`src/rtl/evmap_pkg.sv`:
```
package evmap_pkg;
  localparam int EVT_W      = 20;
  localparam int NUM_SLOTS  = 5;
  localparam int FIRST_PROG = 3;

  localparam int SLOT_CYC     = 0;
  localparam int SLOT_INS     = 1;
  localparam int SLOT_DXL_RD  = 2;
  localparam int SLOT_DXL_WR  = 3;
  localparam int SLOT_IXL     = 4;

  typedef logic [NUM_SLOTS-1:0] slot_vec_t;

  // Compose a cache-type event: type 1, id/op/result packed into the code.
  function automatic logic [EVT_W-1:0] cache_evt(input int id, input int op, input int res);
    logic [15:0] code;
    code = (16'(id) << 3) | (16'(op) << 1) | 16'(res);
    return {4'h1, code};
  endfunction

  function automatic logic [EVT_W-1:0] slot_event(input int s);
    case (s)
      SLOT_CYC:    return 20'h00001;
      SLOT_INS:    return 20'h00002;
      SLOT_DXL_RD: return cache_evt(3, 0, 1);
      SLOT_DXL_WR: return cache_evt(3, 1, 1);
      default:     return cache_evt(4, 0, 1);
    endcase
  endfunction
endpackage

```
`src/rtl/evmap_decode.sv`:
```
module evmap_decode
  import evmap_pkg::*;
(
  input  logic [EVT_W-1:0] evt_i,
  output slot_vec_t        hit_o
);
  for (genvar i = 0; i < NUM_SLOTS; i++) begin : g_cmp
    assign hit_o[i] = (evt_i == slot_event(i));
  end
endmodule

```
`src/rtl/evmap_entry.sv`:
```
module evmap_entry #(
  parameter int CTR_W = 4
) (
  input  logic             clk,
  input  logic             rst_n,
  input  logic             clr,
  input  logic             set_en,
  input  logic             drop_en,
  input  logic [CTR_W-1:0] set_ctr,
  output logic             valid_o,
  output logic [CTR_W-1:0] ctr_o
);
  // The index is held at zero while invalid so readers may OR entries together.
  always_ff @(posedge clk or negedge rst_n) begin
    if (!rst_n) begin
      valid_o <= 1'b0;
      ctr_o   <= '0;
    end else if (clr) begin
      valid_o <= 1'b0;
      ctr_o   <= '0;
    end else if (set_en) begin
      valid_o <= 1'b1;
      ctr_o   <= set_ctr;
    end else if (drop_en) begin
      valid_o <= 1'b0;
      ctr_o   <= '0;
    end
  end
endmodule

```
`src/rtl/evmap_query.sv`:
```
module evmap_query
  import evmap_pkg::*;
#(
  parameter int CTR_W = 4
) (
  input  slot_vec_t                         ent_valid,
  input  logic [NUM_SLOTS-1:0][CTR_W-1:0]   ent_ctr,
  input  logic [CTR_W-1:0]                  qry_ctr,
  output logic                              qry_cycles,
  output logic                              qry_instret
);
  localparam logic [CTR_W-1:0] FIXED_CYC = CTR_W'(0);
  localparam logic [CTR_W-1:0] FIXED_INS = CTR_W'(2);

  always_comb begin
    qry_cycles  = (qry_ctr == FIXED_CYC) ||
                  (ent_valid[SLOT_CYC] && ent_ctr[SLOT_CYC] == qry_ctr);
    qry_instret = (qry_ctr == FIXED_INS) ||
                  (ent_valid[SLOT_INS] && ent_ctr[SLOT_INS] == qry_ctr);
  end
endmodule

```
`src/rtl/evmap_table.sv`:
```
module evmap_table
  import evmap_pkg::*;
#(
  parameter  int NUM_CTRS = 8,
  parameter  int SEL_W    = 64,
  localparam int CTR_W    = $clog2(FIRST_PROG + NUM_CTRS)
) (
  input  logic             clk,
  input  logic             rst_n,
  input  logic             clr,
  input  logic             wr_valid,
  input  logic [CTR_W-1:0] wr_ctr,
  input  logic [SEL_W-1:0] wr_sel,
  output logic             wr_done,
  output logic             wr_err,
  input  logic [EVT_W-1:0] lk_event,
  output logic             lk_hit,
  output logic [CTR_W-1:0] lk_ctr,
  input  logic [CTR_W-1:0] qry_ctr,
  output logic             qry_cycles,
  output logic             qry_instret
);
  localparam int               LIM     = FIRST_PROG + NUM_CTRS;
  localparam logic [CTR_W:0]   LIM_V   = (CTR_W+1)'(LIM);
  localparam logic [CTR_W:0]   FIRST_V = (CTR_W+1)'(FIRST_PROG);

  slot_vec_t                       wr_slot, lk_slot, lk_match;
  slot_vec_t                       ent_valid, set_en, drop_en;
  logic [NUM_SLOTS-1:0][CTR_W-1:0] ent_ctr;
  logic                            ctr_ok, sel_zero, known, reject;

  evmap_decode u_wdec (.evt_i(wr_sel[EVT_W-1:0]), .hit_o(wr_slot));
  evmap_decode u_ldec (.evt_i(lk_event),          .hit_o(lk_slot));

  always_comb begin
    ctr_ok   = ({1'b0, wr_ctr} >= FIRST_V) && ({1'b0, wr_ctr} < LIM_V);
    sel_zero = (wr_sel == '0);
    known    = |wr_slot;
    reject   = !ctr_ok || (!sel_zero && !known);
  end

  for (genvar i = 0; i < NUM_SLOTS; i++) begin : g_ent
    assign set_en[i]  = wr_valid && !reject && !sel_zero && wr_slot[i] && !ent_valid[i];
    assign drop_en[i] = wr_valid && !reject && sel_zero && ent_valid[i] &&
                        (ent_ctr[i] == wr_ctr);

    evmap_entry #(.CTR_W(CTR_W)) u_ent (
      .clk     (clk),
      .rst_n   (rst_n),
      .clr     (clr),
      .set_en  (set_en[i]),
      .drop_en (drop_en[i]),
      .set_ctr (wr_ctr),
      .valid_o (ent_valid[i]),
      .ctr_o   (ent_ctr[i])
    );
  end

  always_ff @(posedge clk or negedge rst_n) begin
    if (!rst_n) begin
      wr_done <= 1'b0;
      wr_err  <= 1'b0;
    end else begin
      wr_done <= wr_valid;
      wr_err  <= wr_valid && reject;
    end
  end

  always_comb begin
    lk_match = lk_slot & ent_valid;
    lk_hit   = |lk_match;
    lk_ctr   = '0;
    for (int i = 0; i < NUM_SLOTS; i++) begin
      if (lk_match[i]) lk_ctr = lk_ctr | ent_ctr[i];
    end
  end

  evmap_query #(.CTR_W(CTR_W)) u_qry (
    .ent_valid   (ent_valid),
    .ent_ctr     (ent_ctr),
    .qry_ctr     (qry_ctr),
    .qry_cycles  (qry_cycles),
    .qry_instret (qry_instret)
  );
endmodule

```
`config.mk`:
```
export PLATFORM = sky130hd
export DESIGN_NAME = evmap_table
export DESIGN_NICKNAME = d
export VERILOG_FILES = /design/src/rtl/evmap_pkg.sv /design/src/rtl/evmap_decode.sv /design/src/rtl/evmap_entry.sv /design/src/rtl/evmap_query.sv /design/src/rtl/evmap_table.sv
export SDC_FILE = /design/constraint.sdc
export NUM_CORES = 1
export LEC_CHECK = 0
export ABC_AREA = 1
export BUFFER_PORTS_ARGS = -buffer_cell sky130_fd_sc_hd__buf_2
export CAP_MARGIN = 20
export CORE_UTILIZATION = 50
export DETAILED_ROUTE_END_ITERATION = 7
export HOLD_SLACK_MARGIN = 0.15
export PLACE_DENSITY_LB_ADDON = 0.1
export SKIP_LAST_GASP = 1
export SLEW_MARGIN = 0
export SYNTH_ARGS = -nofsm -noshare
export SYNTH_HDL_FRONTEND = slang
export SYNTH_SLANG_ARGS = --single-unit
```
`constraint.sdc`:
```
create_clock -name clk -period 3.35 [get_ports clk]
set_input_delay 0 -clock clk [delete_from_list [all_inputs] [get_ports clk]]
set_output_delay 0 -clock clk [all_outputs]
set_load 0.02 [all_outputs]
```
== Word level (Yosys, flattened, before mapping) ==
Index checks and enable logic that the tools add are counted.
Storage, ports and cells
  flip-flop bits (word level): 27
  bits of input ports: 96
  output and inout port bits: 9
Operators by class
  $lt $le $gt $ge: 2
  eq/ne operators: 18
  mux-type cells: 35
  bitwise logic cells: 5
  reductions and logical operators: 49
Operators with widths (count)
  $eq 20x17->1 const B: 6
  $mux 4: 20
  $logic_not 64->1: 1
  $eq 20x1->1 const B: 2
  $eq 20x2->1 const B: 2
  $eq 4x4->1: 7
  $logic_and 1x1->1: 28
  $or 4x4->4: 4
  $mux 1: 15
  $reduce_bool 3->1: 5
  $reduce_or 5->1: 2
  $logic_not 1->1: 9
  $and 5x5->5: 1
  $eq 4x2->1 const B: 1
  $ge 4x2->1 const B: 1
  $logic_not 4->1: 1
  $lt 4x4->1 const B: 1
  $logic_or 1x1->1: 3

== Depth between registers and ports, before layout ==
Gate-level depths: netlist (run 1).
  depth in word-level cells: 13
  mapped depth: 14
  depth with buffers taken out: 14

== By module ==
From an unflattened synthesis (run 1), not the netlist that was laid out.
Unflattened totals
  cells, all modules: 457
  area, all modules: 2538.7 um^2
By module, submodules not included
  evmap_entry: times used 5, cells each 22, area an instance 200.2 um^2, sequential area each 125.1 um^2
  evmap_table: times used 1, cells each 207, area an instance 979.7 um^2, sequential area each 50.0 um^2
  evmap_decode: times used 2, cells each 50, area an instance 195.2 um^2, sequential area each 0.0 um^2
  evmap_query: times used 1, cells each 40, area an instance 167.7 um^2, sequential area each 0.0 um^2

== Worst setup path before layout (run 1) ==
No wires, ideal clock.
  path kind: reg2reg
  start point: register g_ent[2].u_ent.ctr_o[0]
  end point: register g_ent[2].u_ent.valid_o
  arrival time: 1.204 ns
  slack: 2.015 ns
  cell stages (with the launch flop): 8
  buffers on the path: 0
  path through: dfrtp_1 -> inv_1 -> o22ai_1 -> a21oi_1 -> nor4b_1 -> nand4_2 -> nand3_1 -> o21ai_1
Between the ends
  cells in the longest elaborated chain, start to end: 3
RTL lines
  start: declaration: RTL line evmap_entry.sv:11  | output logic [CTR_W-1:0] ctr_o
  start signal: assignment: RTL line evmap_entry.sv:23  | ctr_o <= set_ctr;
  $eq 4x4->1: RTL line evmap_table.sv:45  | (ent_ctr[i] == wr_ctr);
  $logic_and 1x1->1: RTL line evmap_table.sv:44  | assign drop_en[i] = wr_valid && !reject && sel_zero && ent_valid[i] &&
  $reduce_bool 3->1 (no source line)
  end signal: assignment: RTL line evmap_entry.sv:19  | valid_o <= 1'b0;
  end signal: assignment: RTL line evmap_entry.sv:22  | valid_o <= 1'b1;
  end signal: assignment: RTL line evmap_entry.sv:25  | valid_o <= 1'b0;
  end: declaration: RTL line evmap_entry.sv:10  | output logic valid_o,
No other way between the ends.
A chain may end at the register's enable or synchronous reset.

== Worst setup path after layout (run 1) ==
  start point: input port wr_ctr[1]
  end point: register g_ent[1].u_ent.ctr_o[1]
Between the ends
  cells in the longest elaborated chain, start to end: 11
RTL lines
  start: declaration: RTL line evmap_table.sv:12  | input logic [CTR_W-1:0] wr_ctr,
  $ge 4x2->1 or $lt 4x4->1 (tied branches): RTL line evmap_table.sv:36  | ctr_ok = ({1'b0, wr_ctr} >= FIRST_V) && ({1'b0, wr_ctr} < LIM_V);
  $logic_and 1x1->1: RTL line evmap_table.sv:36
  $logic_not 1->1: RTL line evmap_table.sv:39  | reject = !ctr_ok || (!sel_zero && !known);
  $logic_or 1x1->1: RTL line evmap_table.sv:39
  $logic_not 1->1: RTL line evmap_table.sv:43, evmap_table.sv:44
  $logic_and 1x1->1: RTL line evmap_table.sv:43, evmap_table.sv:44
  $logic_and 1x1->1 (3 in series): RTL line evmap_table.sv:43  | assign set_en[i] = wr_valid && !reject && !sel_zero && wr_slot[i] && !ent_valid[i];
  $mux 4: RTL line evmap_entry.sv:21  | end else if (set_en) begin
  $mux 4: RTL line evmap_entry.sv:18  | end else if (clr) begin
  end signal: assignment: RTL line evmap_entry.sv:23
  end: declaration: RTL line evmap_entry.sv:11
Parallel ways exist; a longest one is shown, timed or not.

==> results.sh, run 1 <==
export IMPL_synth_area_um2=2430
export IMPL_dp_hpwl_um=5650
export IMPL_outcome="complete, no violations"
export IMPL_ir_drop_mv=0.226
export IMPL_preCtsSetupSlack_ps=1650
export IMPL_yosysUniqueCellTypes=33
export IMPL_slew_headroom_pct=53.0
export IMPL_initialDrtViolationCount=160
export IMPL_critPathLaunchType="primary input"
export IMPL_insertion_delay_ps=280
export IMPL_skew_ps=4.63
export IMPL_final_cell_mix="buf_2, nand2_1, nor2_1"
export IMPL_drt_met1_wl_um=3060
export IMPL_yosysSeqAreaShare_pct=27.7
export IMPL_postCtsHoldBufs=6
export IMPL_nFillCells=466
export IMPL_hold_class="primary input to flop"
export IMPL_yosysWarnings=0
export IMPL_power_density_nw_per_um2=216
export IMPL_dieArea_um2=5150
export IMPL_area_growth_pct=26.7
export IMPL_arrival_ps=2050
export IMPL_seqPwrFrac_pct=49.1
export IMPL_holdWs_ps=158
export IMPL_vias=2909
export IMPL_syn_nets=477
export IMPL_grt_max_degree=28
export IMPL_cts_reportedPaths_clkPinSlew_ps=100
export IMPL_rsz0062_at_grt="false"
export IMPL_hold_viol=0
export IMPL_synth_area_leaders="dfrtp_1, nand2_1, nor2_1"
export IMPL_worstMarginPinSlew_ps=704
export IMPL_fmax_mhz=534
export IMPL_p_leak_nw=1.69
export IMPL_route_detailed_drc=0
export IMPL_fin_util_pct=65.8
export IMPL_p_sw_share_pct=29.0
export IMPL_die_y_um=71.8
export IMPL_r2r_start="g_ent[2].u_ent.ctr_o[0]"
export IMPL_postSynthAreaPerCell_um2=6.39
export IMPL_die_w_um=71.8
export IMPL_cts_buffer_depth=2
export IMPL_row_count=25
export IMPL_overflow=0
export IMPL_setup_violations_final=0
export IMPL_cp_required_ps=3530
export IMPL_gp_congestion=0.936
export IMPL_synth_top_cell_area_share_pct=27.7
export IMPL_rr_endpoint="g_ent[2].u_ent.valid_o"
export IMPL_grt_pass1_vias=2655
export IMPL_power_switching_w=0.000193
export IMPL_fin_crit_ps=1870
export IMPL_clockPowerShare_pct=29.5
export IMPL_totalWireLength_um=7350
export IMPL_clockRootBuffer="clkbuf_8"
export IMPL_setup_ws_ps=1480
export IMPL_cap_violations=0
export IMPL_synthCells=381
export IMPL_criticalPathCategory="primary input to flop"
export IMPL_dr_max_layer_used="met4"
export IMPL_whs_path_depth=2
export IMPL_coreArea_um2=4690
export IMPL_post_cts_setup_buffers=0
export IMPL_ant_nets=0
export IMPL_synth_seq_cells=27
export IMPL_wl_met2_um=3480
export IMPL_p_int_w=0.000473
export IMPL_p_total_w=0.000666
export IMPL_track_usage_pct=29.1
export IMPL_cts_tree="done"
export IMPL_period_share_pct=55.9
export IMPL_crit_start="wr_ctr[1]"
export IMPL_setup_tns_ps=0
export IMPL_cts_sinks=27
export IMPL_antenna_cells=0
export IMPL_io_pins=105
export IMPL_final_common_cell="buf_2"
export IMPL_nets=584
export IMPL_r2r_worst_path_cells=7
export IMPL_start_util_pct=51.9
export IMPL_slew_violations=0
export IMPL_routed_via_density=5.38
export IMPL_ctsResizeCount=0
export IMPL_drive_above_1_share_pct=27.1
export IMPL_crit_fanout=11
export IMPL_end_kind="flop"
export IMPL_grt_pass1_wl_um=11700
export IMPL_synth_area_leader_cell="dfrtp_1"
export IMPL_wire_per_inst_um=13.6
export IMPL_first_pass_iters=5
export IMPL_worst_hold_startpoint="clr"
export IMPL_power_frac_comb_pct=21.4
export IMPL_io_buffer_count=104
export IMPL_cts_buffers=3
export IMPL_ff2ff_setup_slack_ps=1700
export IMPL_h_tree_depth=1
export IMPL_dr_wl_met3_um=737
export IMPL_antenna_found_initial=0
export IMPL_hold_path_end="g_ent[2].u_ent.valid_o"
[critical path, cell delays in order]
cell and delay (ps):
dlygate4sd3_1 520, buf_2 250, inv_1 190, o21ai_1 190, xor2_1 300, inv_1 90, nand4_2 120, inv_4 80
nand2_4 110, nor2_4 50, nand2_1 80, nand2_1 50
[logic make-up (layout without fill, tap and decap cells)]
group                     Yosys count  after routing  share of synthesized area [%]
xor gates and xnor gates            6              6                           2.16
buffers and inverters              61            167                           10.1
and+or+nand+nor                   244            244                           48.7
DFF                                27             27                           27.7
AOI/OAI and AO/OA                  43             43                           11.4
[state kept, by name, summed over array words and instances, names as in the netlist]
register	flops
g_ent.u_ent.ctr_o	20
g_ent.u_ent.valid_o	5
wr_done	1
wr_err	1
[cell usage after synthesis (all sizes together)]
master	n
or2	1
nor4b	1
a221oi	1
nand3	24
xnor2	3
dfrtp	27
o32ai	1
nor2	78
buf	8
o21ai	11
a21oi	6
nand4	31
nand2	99
nor3	5
a211oi	1
a21boi	1
xor2	3
nor4	5
o22ai	13
o211ai	1
o2111ai	4
o221ai	4
inv	53
[area by class of cell]
type                    instances  area (µm²)  area share [%]
inverters                      53         201            6.53
clock buffers                   3        41.3            1.34
repair buffers                110         581            18.8
multi-input cells             293        1510            49.1
clock inverters                 1        5.00           0.162
well taps                      54        67.6            2.19
flip-flops and latches         27         676            21.9
[power groups by stage]
| stage | logic, W | registers, W | clock network, W |
|---|---|---|---|
| after floorplan | 0.0000552 | 0.000335 | 0 |
| after global placement | 0.000133 | 0.000334 | 0 |
| after detailed placement | 0.000136 | 0.000334 | 0 |
| after CTS | 0.000142 | 0.000327 | 0.000194 |
| after global routing | 0.000158 | 0.000327 | 0.000207 |
| final | 0.000143 | 0.000327 | 0.000196 |
[worst max path at each step]
stage | cells after the start | endpoint | slack [ps]
3_3_place_gp | 13 | g_ent[1].u_ent.valid_o | 1710
5_1_grt | 12 | g_ent[4].u_ent.ctr_o[1] | 1340
6_report | 12 | g_ent[1].u_ent.ctr_o[1] | 1480
3_5_place_dp | 13 | g_ent[3].u_ent.ctr_o[1] | 1650
2_1_floorplan | 7 | g_ent[2].u_ent.valid_o | 2010
4_1_cts | 12 | g_ent[0].u_ent.ctr_o[0] | 1490
[metal layers]
metal | vias to the layer above | GRT usage [%]
met5 | - | 0
met4 | 0 | 8.50
met1 | 1280 | 37.1
met2 | 136 | 50.6
met3 | 10 | 4.92
li1 | 1483 | -
[per-stage QoR]
step,std cells,area [µm²]
after floorplan,381,2430
after global placement,531,2980
after detailed placement,531,2980
after CTS,541,3090
after global routing,541,3090
final,541,3090
Note: power is estimated with default switching activity, not from simulation.
==> run 2: changes to the inputs <==
--- a/config.mk
+++ b/config.mk
@@ -8,7 +8,7 @@
 export ABC_AREA = 1
 export BUFFER_PORTS_ARGS = -buffer_cell sky130_fd_sc_hd__buf_2
 export CAP_MARGIN = 20
-export CORE_UTILIZATION = 50
+export CORE_UTILIZATION = 44
 export DETAILED_ROUTE_END_ITERATION = 7
 export HOLD_SLACK_MARGIN = 0.15
 export PLACE_DENSITY_LB_ADDON = 0.1
==> constraint.sdc (replaced) <==
create_clock -name clk -period 1.5 [get_ports clk]
set_input_delay 0 -clock clk [delete_from_list [all_inputs] [get_ports clk]]
set_output_delay 0 -clock clk [all_outputs]
set_load 0.02 [all_outputs]
==> run 2 against run 1 <==
The flow now finishes with violations (setup timing). Critical path type is now flop to primary output. Largest cell class unchanged. Via count is 10% higher. Sequential share of layout area down 3.2 points. Power increased by 130%.
==> results.sh, run 2 (synthesis gave the netlist of run 1 again) <==
export IMPL_cap_violations=0
export IMPL_clockRootBuffer="clkbuf_8"
export IMPL_regMostFlops="g_ent.u_ent.ctr_o"
export IMPL_largestRegisters="g_ent.u_ent.ctr_o x20, g_ent.u_ent.valid_o x5"
export IMPL_p_sw_share_pct=29.0
export IMPL_track_usage_pct=26.4
export IMPL_rsz0062_at_grt="true"
export IMPL_r2r_start="g_ent[3].u_ent.valid_o"
export IMPL_ff2ff_setup_slack_ps=-90
export IMPL_totalWireLength_um=8220
export IMPL_crit_fanout=3
export IMPL_worst_hold_startpoint="wr_ctr[3]"
export IMPL_nets=620
export IMPL_arrival_ps=1710
export IMPL_max_stage_delay_ps=430
export IMPL_slowest_stage="dfrtp_1"
export IMPL_h_tree_depth=1
export IMPL_power_frac_comb_pct=23.6
export IMPL_fmax_mhz=585
export IMPL_seqPwrFrac_pct=48.3
export IMPL_final_cell_mix="buf_2, nand2_1, nor2_1"
export IMPL_largest_reg_flops=20
export IMPL_cts_reportedPaths_clkPinSlew_ps=90
export IMPL_cts_sinks=27
export IMPL_fin_crit_ps=1710
export IMPL_cp_required_ps=1500
export IMPL_criticalPathCategory="flop to primary output"
export IMPL_io_pins=105
export IMPL_worstMarginPinSlew_ps=633
export IMPL_cts_buffer_depth=2
export IMPL_nFillCells=438
export IMPL_hold_path_end="g_ent[1].u_ent.ctr_o[3]"
export IMPL_hold_class="primary input to flop"
export IMPL_end_kind="primary output"
export IMPL_period_share_pct=114
export IMPL_preCtsSetupSlack_ps=-76.1
export IMPL_fin_area_um2=3620
export IMPL_insertion_delay_ps=280
export IMPL_first_pass_iters=6
export IMPL_vias=3207
export IMPL_die_y_um=76.4
export IMPL_grt_pass1_vias=2900
export IMPL_p_int_w=0.00107
export IMPL_grt_max_degree=28
export IMPL_cts_tree="done"
export IMPL_overflow=0
export IMPL_initialDrtViolationCount=254
export IMPL_ant_nets=0
export IMPL_drive_above_1_share_pct=40.5
export IMPL_io_buffer_count=104
export IMPL_dieArea_um2=5840
export IMPL_whs_path_depth=4
export IMPL_antenna_found_initial=0
export IMPL_slew_violations=0
export IMPL_final_common_cell="buf_2"
export IMPL_row_count=26
export IMPL_setup_violations_final=16
export IMPL_p_leak_nw=1.93
export IMPL_skew_ps=0.930
export IMPL_dp_hpwl_um=5780
export IMPL_start_util_pct=46.8
export IMPL_area_growth_pct=48.8
export IMPL_critPathLaunchType="flop"
export IMPL_hold_viol=0
export IMPL_slew_headroom_pct=57.8
export IMPL_coreArea_um2=5200
export IMPL_power_density_nw_per_um2=418
export IMPL_rr_endpoint="g_ent[3].u_ent.ctr_o[2]"
export IMPL_gp_congestion=0.905
export IMPL_ir_drop_mv=0.502
export IMPL_die_w_um=76.4
export IMPL_routed_via_density=5.41
export IMPL_r2r_worst_path_cells=9
export IMPL_dpl_cell_area_um2=3180
export IMPL_setup_ws_ps=-211
export IMPL_cts_buffers=3
export IMPL_route_detailed_drc=0
export IMPL_grt_pass1_wl_um=12500
export IMPL_clockPowerShare_pct=28.2
export IMPL_power_switching_w=0.000439
export IMPL_antenna_cells=0
export IMPL_wire_per_inst_um=13.9
export IMPL_violations="setup timing"
export IMPL_crit_chain="nand3_2, or2_4, nor2_4, nand2_4, inv_4, a221oi_4, o221ai_2, buf_4"
export IMPL_outcome="complete, but fails checks"
run 2: cell types whose count changed in the layout (fill, tap and decap cells not counted), moves of 4 or more:
cell / previous run / this run
nand3_1: 24 / 18
inv_1: 51 / 44
buf_2: 104 / 97
buf_4: 0 / 42
nand3_2: 0 / 6
nor4_2: 0 / 4
o22ai_2: 0 / 4
o22ai_1: 13 / 9
inv_2: 1 / 7
nor4_1: 5 / 1
run 2: timing repair:
item / in CTS / in global routing
setup endpoints to repair: 7 / 32
resized for setup: 12 / 49
hold endpoints to repair: 38 / 1
buffers inserted: 2 / 12
pin swaps: 5 / 18
gates cloned: 0 / 0
hold buffers: 4 / 1
run 2: worst max-delay path by stage:
stage	slack (ps)	from	to
2_1_floorplan	160	g_ent[2].u_ent.ctr_o[0]	g_ent[2].u_ent.valid_o
3_3_place_gp	-20	wr_sel[2]	g_ent[1].u_ent.valid_o
3_5_place_dp	-80	wr_sel[19]	g_ent[1].u_ent.valid_o
4_1_cts	-220	g_ent[3].u_ent.valid_o	lk_ctr[0]
5_1_grt	-260	g_ent[3].u_ent.valid_o	lk_ctr[3]
6_report	-210	g_ent[3].u_ent.valid_o	lk_ctr[2]
run 2: cell type report:
cell class / instances / area, µm² / area share [%]
multi-input cells: 293 / 1730 / 47.9
repair buffers: 146 / 875 / 24.1
flip-flops and latches: 27 / 676 / 18.7
inverters: 53 / 204 / 5.63
well taps: 70 / 87.6 / 2.42
clock buffers: 3 / 41.3 / 1.14
clock inverters: 1 / 5.00 / 0.138
run 2: per-stage QoR:
stage                     util (%)  hold WS, ps  cells  total power, W  setup TNS [ps]
final                         69.6          163    593         0.00151           -1400
after global routing          69.6          168    593         0.00158           -2520
after CTS                     63.9          151    581         0.00148           -1310
after detailed placement      61.1         50.4    571         0.00107           -1180
after global placement        61.1         47.0    571         0.00106            -263
after floorplan                  -         -296    381        0.000872               0
run 2: routing by layer:
layer / global-route usage [%] / wire (µm) / share of wire, %
met5: 0 / 0 / 0
met4: 6.35 / 187 / 2.3
met3: 4.19 / 736 / 9.0
met2: 46.6 / 3950 / 48
met1: 33.4 / 3340 / 41
run 2: worst max-delay path: cells and delay by family (launching register included):
kind,cells,cell delay [ps]
flops,1,430
simple gates,4,320
compound gates,2,450
buf+inv,2,230
run 2: power groups by stage:
stage / combinational [W] / sequential, W / clock (W)
floorplan: 0.000123 / 0.000749 / 0
global route: 0.000393 / 0.000731 / 0.000452
detailed placement: 0.000320 / 0.000745 / 0
finish: 0.000357 / 0.000731 / 0.000426
global placement: 0.000316 / 0.000745 / 0
CTS: 0.000331 / 0.000731 / 0.000418
==> run 3: changes to the inputs <==
--- a/config.mk
+++ b/config.mk
@@ -11,7 +11,7 @@
 export CORE_UTILIZATION = 44
 export DETAILED_ROUTE_END_ITERATION = 7
 export HOLD_SLACK_MARGIN = 0.15
-export PLACE_DENSITY_LB_ADDON = 0.1
+export PLACE_DENSITY = 0.78
 export SKIP_LAST_GASP = 1
 export SLEW_MARGIN = 0
 export SYNTH_ARGS = -nofsm -noshare
==> run 3 against run 2 <==
The run still ends with setup timing left. Non-clock buffer count increased by 9. Setup slack got worse by 13 ps. Power increased by 4.1%. Via count increased by 4.5%. Critical path depth unchanged. Sequential power about the same. Final cell count increased by 1.5%. Register-to-register slack got worse by 20 ps. Clock power increased by 10%. Combinational power increased by 5%. Maximum frequency decreased by 0.75%. Critical endpoint is now lk_ctr[1]. Highest routed layer unchanged.
==> results.sh, run 3 (synthesis gave the netlist of run 1 again) <==
export IMPL_outcome="complete, but fails checks"
export IMPL_violations="setup timing"
export IMPL_area_growth_pct=55.4
export IMPL_dpl_cell_area_um2=3200
export IMPL_totalWireLength_um=9340
export IMPL_nets=629
export IMPL_ant_nets=0
export IMPL_antenna_found_initial=0
export IMPL_cap_violations=0
export IMPL_crit_start="g_ent[4].u_ent.valid_o"
export IMPL_power_frac_comb_pct=23.9
export IMPL_die_y_um=76.4
export IMPL_overflow=0
export IMPL_ff2ff_setup_slack_ps=-110
export IMPL_slew_violations=0
export IMPL_criticalPathCategory="flop to primary output"
export IMPL_r2r_start="g_ent[4].u_ent.valid_o"
export IMPL_final_common_cell="buf_2"
export IMPL_first_pass_iters=5
export IMPL_io_pins=105
export IMPL_clockRootBuffer="clkbuf_8"
export IMPL_row_count=26
export IMPL_coreArea_um2=5200
export IMPL_regMostFlops="g_ent.u_ent.ctr_o"
export IMPL_dr_wl_met3_um=818
export IMPL_grt_max_degree=28
export IMPL_routed_via_density=5.57
export IMPL_wl_met2_um=4490
export IMPL_dr_max_layer_used="met4"
export IMPL_worstMarginPinSlew_ps=645
export IMPL_fin_util_pct=72.7
export IMPL_route_detailed_drc=0
export IMPL_die_w_um=76.4
export IMPL_fin_area_um2=3780
export IMPL_arrival_ps=1720
export IMPL_fin_crit_ps=1720
export IMPL_cts_sinks=27
export IMPL_setup_violations_final=14
export IMPL_start_util_pct=46.8
export IMPL_h_tree_depth=1
export IMPL_drt_met1_wl_um=3690
export IMPL_largestRegisters="g_ent.u_ent.ctr_o x20, g_ent.u_ent.valid_o x5"
export IMPL_p_total_w=0.00158
export IMPL_antenna_cells=0
export IMPL_vias=3352
export IMPL_p_int_w=0.00109
export IMPL_io_buffer_count=104
export IMPL_ir_drop_mv=0.468
export IMPL_slew_headroom_pct=57.0
export IMPL_initialDrtViolationCount=331
export IMPL_track_usage_pct=28.9
export IMPL_grt_pass1_vias=3170
export IMPL_clockPowerShare_pct=29.8
export IMPL_hold_viol=0
export IMPL_p_leak_nw=1.99
export IMPL_cts_buffer_depth=2
export IMPL_power_density_nw_per_um2=417
export IMPL_largest_reg_flops=20
export IMPL_endpoint="lk_ctr[1]"
export IMPL_rr_endpoint="g_ent[4].u_ent.valid_o"
export IMPL_cts_tree="done"
export IMPL_cts_buffers=3
export IMPL_fmax_mhz=580
export IMPL_critPathLaunchType="flop"
export IMPL_dieArea_um2=5840
export IMPL_cts_reportedPaths_clkPinSlew_ps=110
export IMPL_gp_congestion=1.02
export IMPL_power_switching_w=0.000485
export IMPL_end_kind="primary output"
export IMPL_wire_per_inst_um=15.5
export IMPL_skew_ps=3.02
export IMPL_cp_required_ps=1500
export IMPL_period_share_pct=115
export IMPL_final_cell_mix="buf_2, nand2_1, nor2_1"
export IMPL_insertion_delay_ps=290
export IMPL_hold_class="primary input to flop"
export IMPL_rsz0062_at_grt="true"
export IMPL_seqPwrFrac_pct=46.3
export IMPL_p_sw_share_pct=30.7
export IMPL_grt_pass1_wl_um=13800
export IMPL_nFillCells=398
export IMPL_drive_above_1_share_pct=43.2
export IMPL_crit_fanout=2
export IMPL_setup_ws_ps=-224
export IMPL_r2r_worst_path_cells=7
export IMPL_setup_tns_ps=-1440
export IMPL_dp_hpwl_um=6210
[run 3: cell count changes in the layout (fill, tap and decap cells not counted), sizes merged]
| cell | delta |
|---|---|
| buf | +9 |
[run 3: worst min path at each step]
stage,startpoint,endpoint,slack [ps],cells past startpoint
after floorplan,rst_n,g_ent[0].u_ent.ctr_o[0],-300,0
final,wr_ctr[0],g_ent[4].u_ent.ctr_o[0],130,4
after global placement,rst_n,g_ent[1].u_ent.ctr_o[1],50,1
after detailed placement,rst_n,g_ent[1].u_ent.ctr_o[1],60,1
after global routing,wr_ctr[0],g_ent[3].u_ent.ctr_o[0],150,4
after CTS,wr_ctr[2],g_ent[2].u_ent.ctr_o[2],150,4
[run 3: per-layer routing]
| layer | vias to the layer above | global-route usage, % |
|---|---|---|
| met1 | 1515 | 36.7 |
| met5 | - | 0 |
| li1 | 1573 | - |
| met3 | 47 | 5.15 |
| met4 | 0 | 9.42 |
| met2 | 217 | 49.4 |
[run 3: cell type report]
class / count / area [µm²] / share of cell area, %
flip-flops and latches: 27 / 677 / 17.9
clock inverters: 1 / 8.76 / 0.231
inverters: 53 / 206 / 5.46
multi-input cells: 293 / 1800 / 47.6
clock buffers: 3 / 41.3 / 1.09
repair buffers: 155 / 961 / 25.4
well taps: 70 / 87.6 / 2.31
[run 3: power by group through the flow]
stage	registers (W)	clock network (W)	logic (W)
CTS	0.000731	0.000471	0.000346
global route	0.000731	0.000500	0.000411
finish	0.000731	0.000469	0.000376
global placement	0.000745	0	0.000324
detailed placement	0.000745	0	0.000333
floorplan	0.000749	0	0.000123
[run 3: through the flow]
step	hold WS (ps)	instances	setup WS, ps
4_1_cts	154	594	-169
3_5_place_dp	55.7	574	-100
5_1_grt	146	602	-268
2_1_floorplan	-296	381	165
3_3_place_gp	50.3	574	-26.8
6_report	134	602	-224
[run 3: repair_timing]
item                                   4_1_cts  5_1_grt
hold buffers                                 5        1
setup endpoints to repair                   13       32
buffers inserted                            11       11
pin swaps                                    7       23
endpoints found under the hold margin       43        1
gates resized for setup                     16       70
[run 3: critical path: stages (launching register included)]
cell	delay, ps
dfrtp_1	430
nand4_1	120
nor2_1	120
nand2_1	110
buf_6	150
o22ai_2	200
a21oi_2	50
o221ai_1	70
buf_4	180
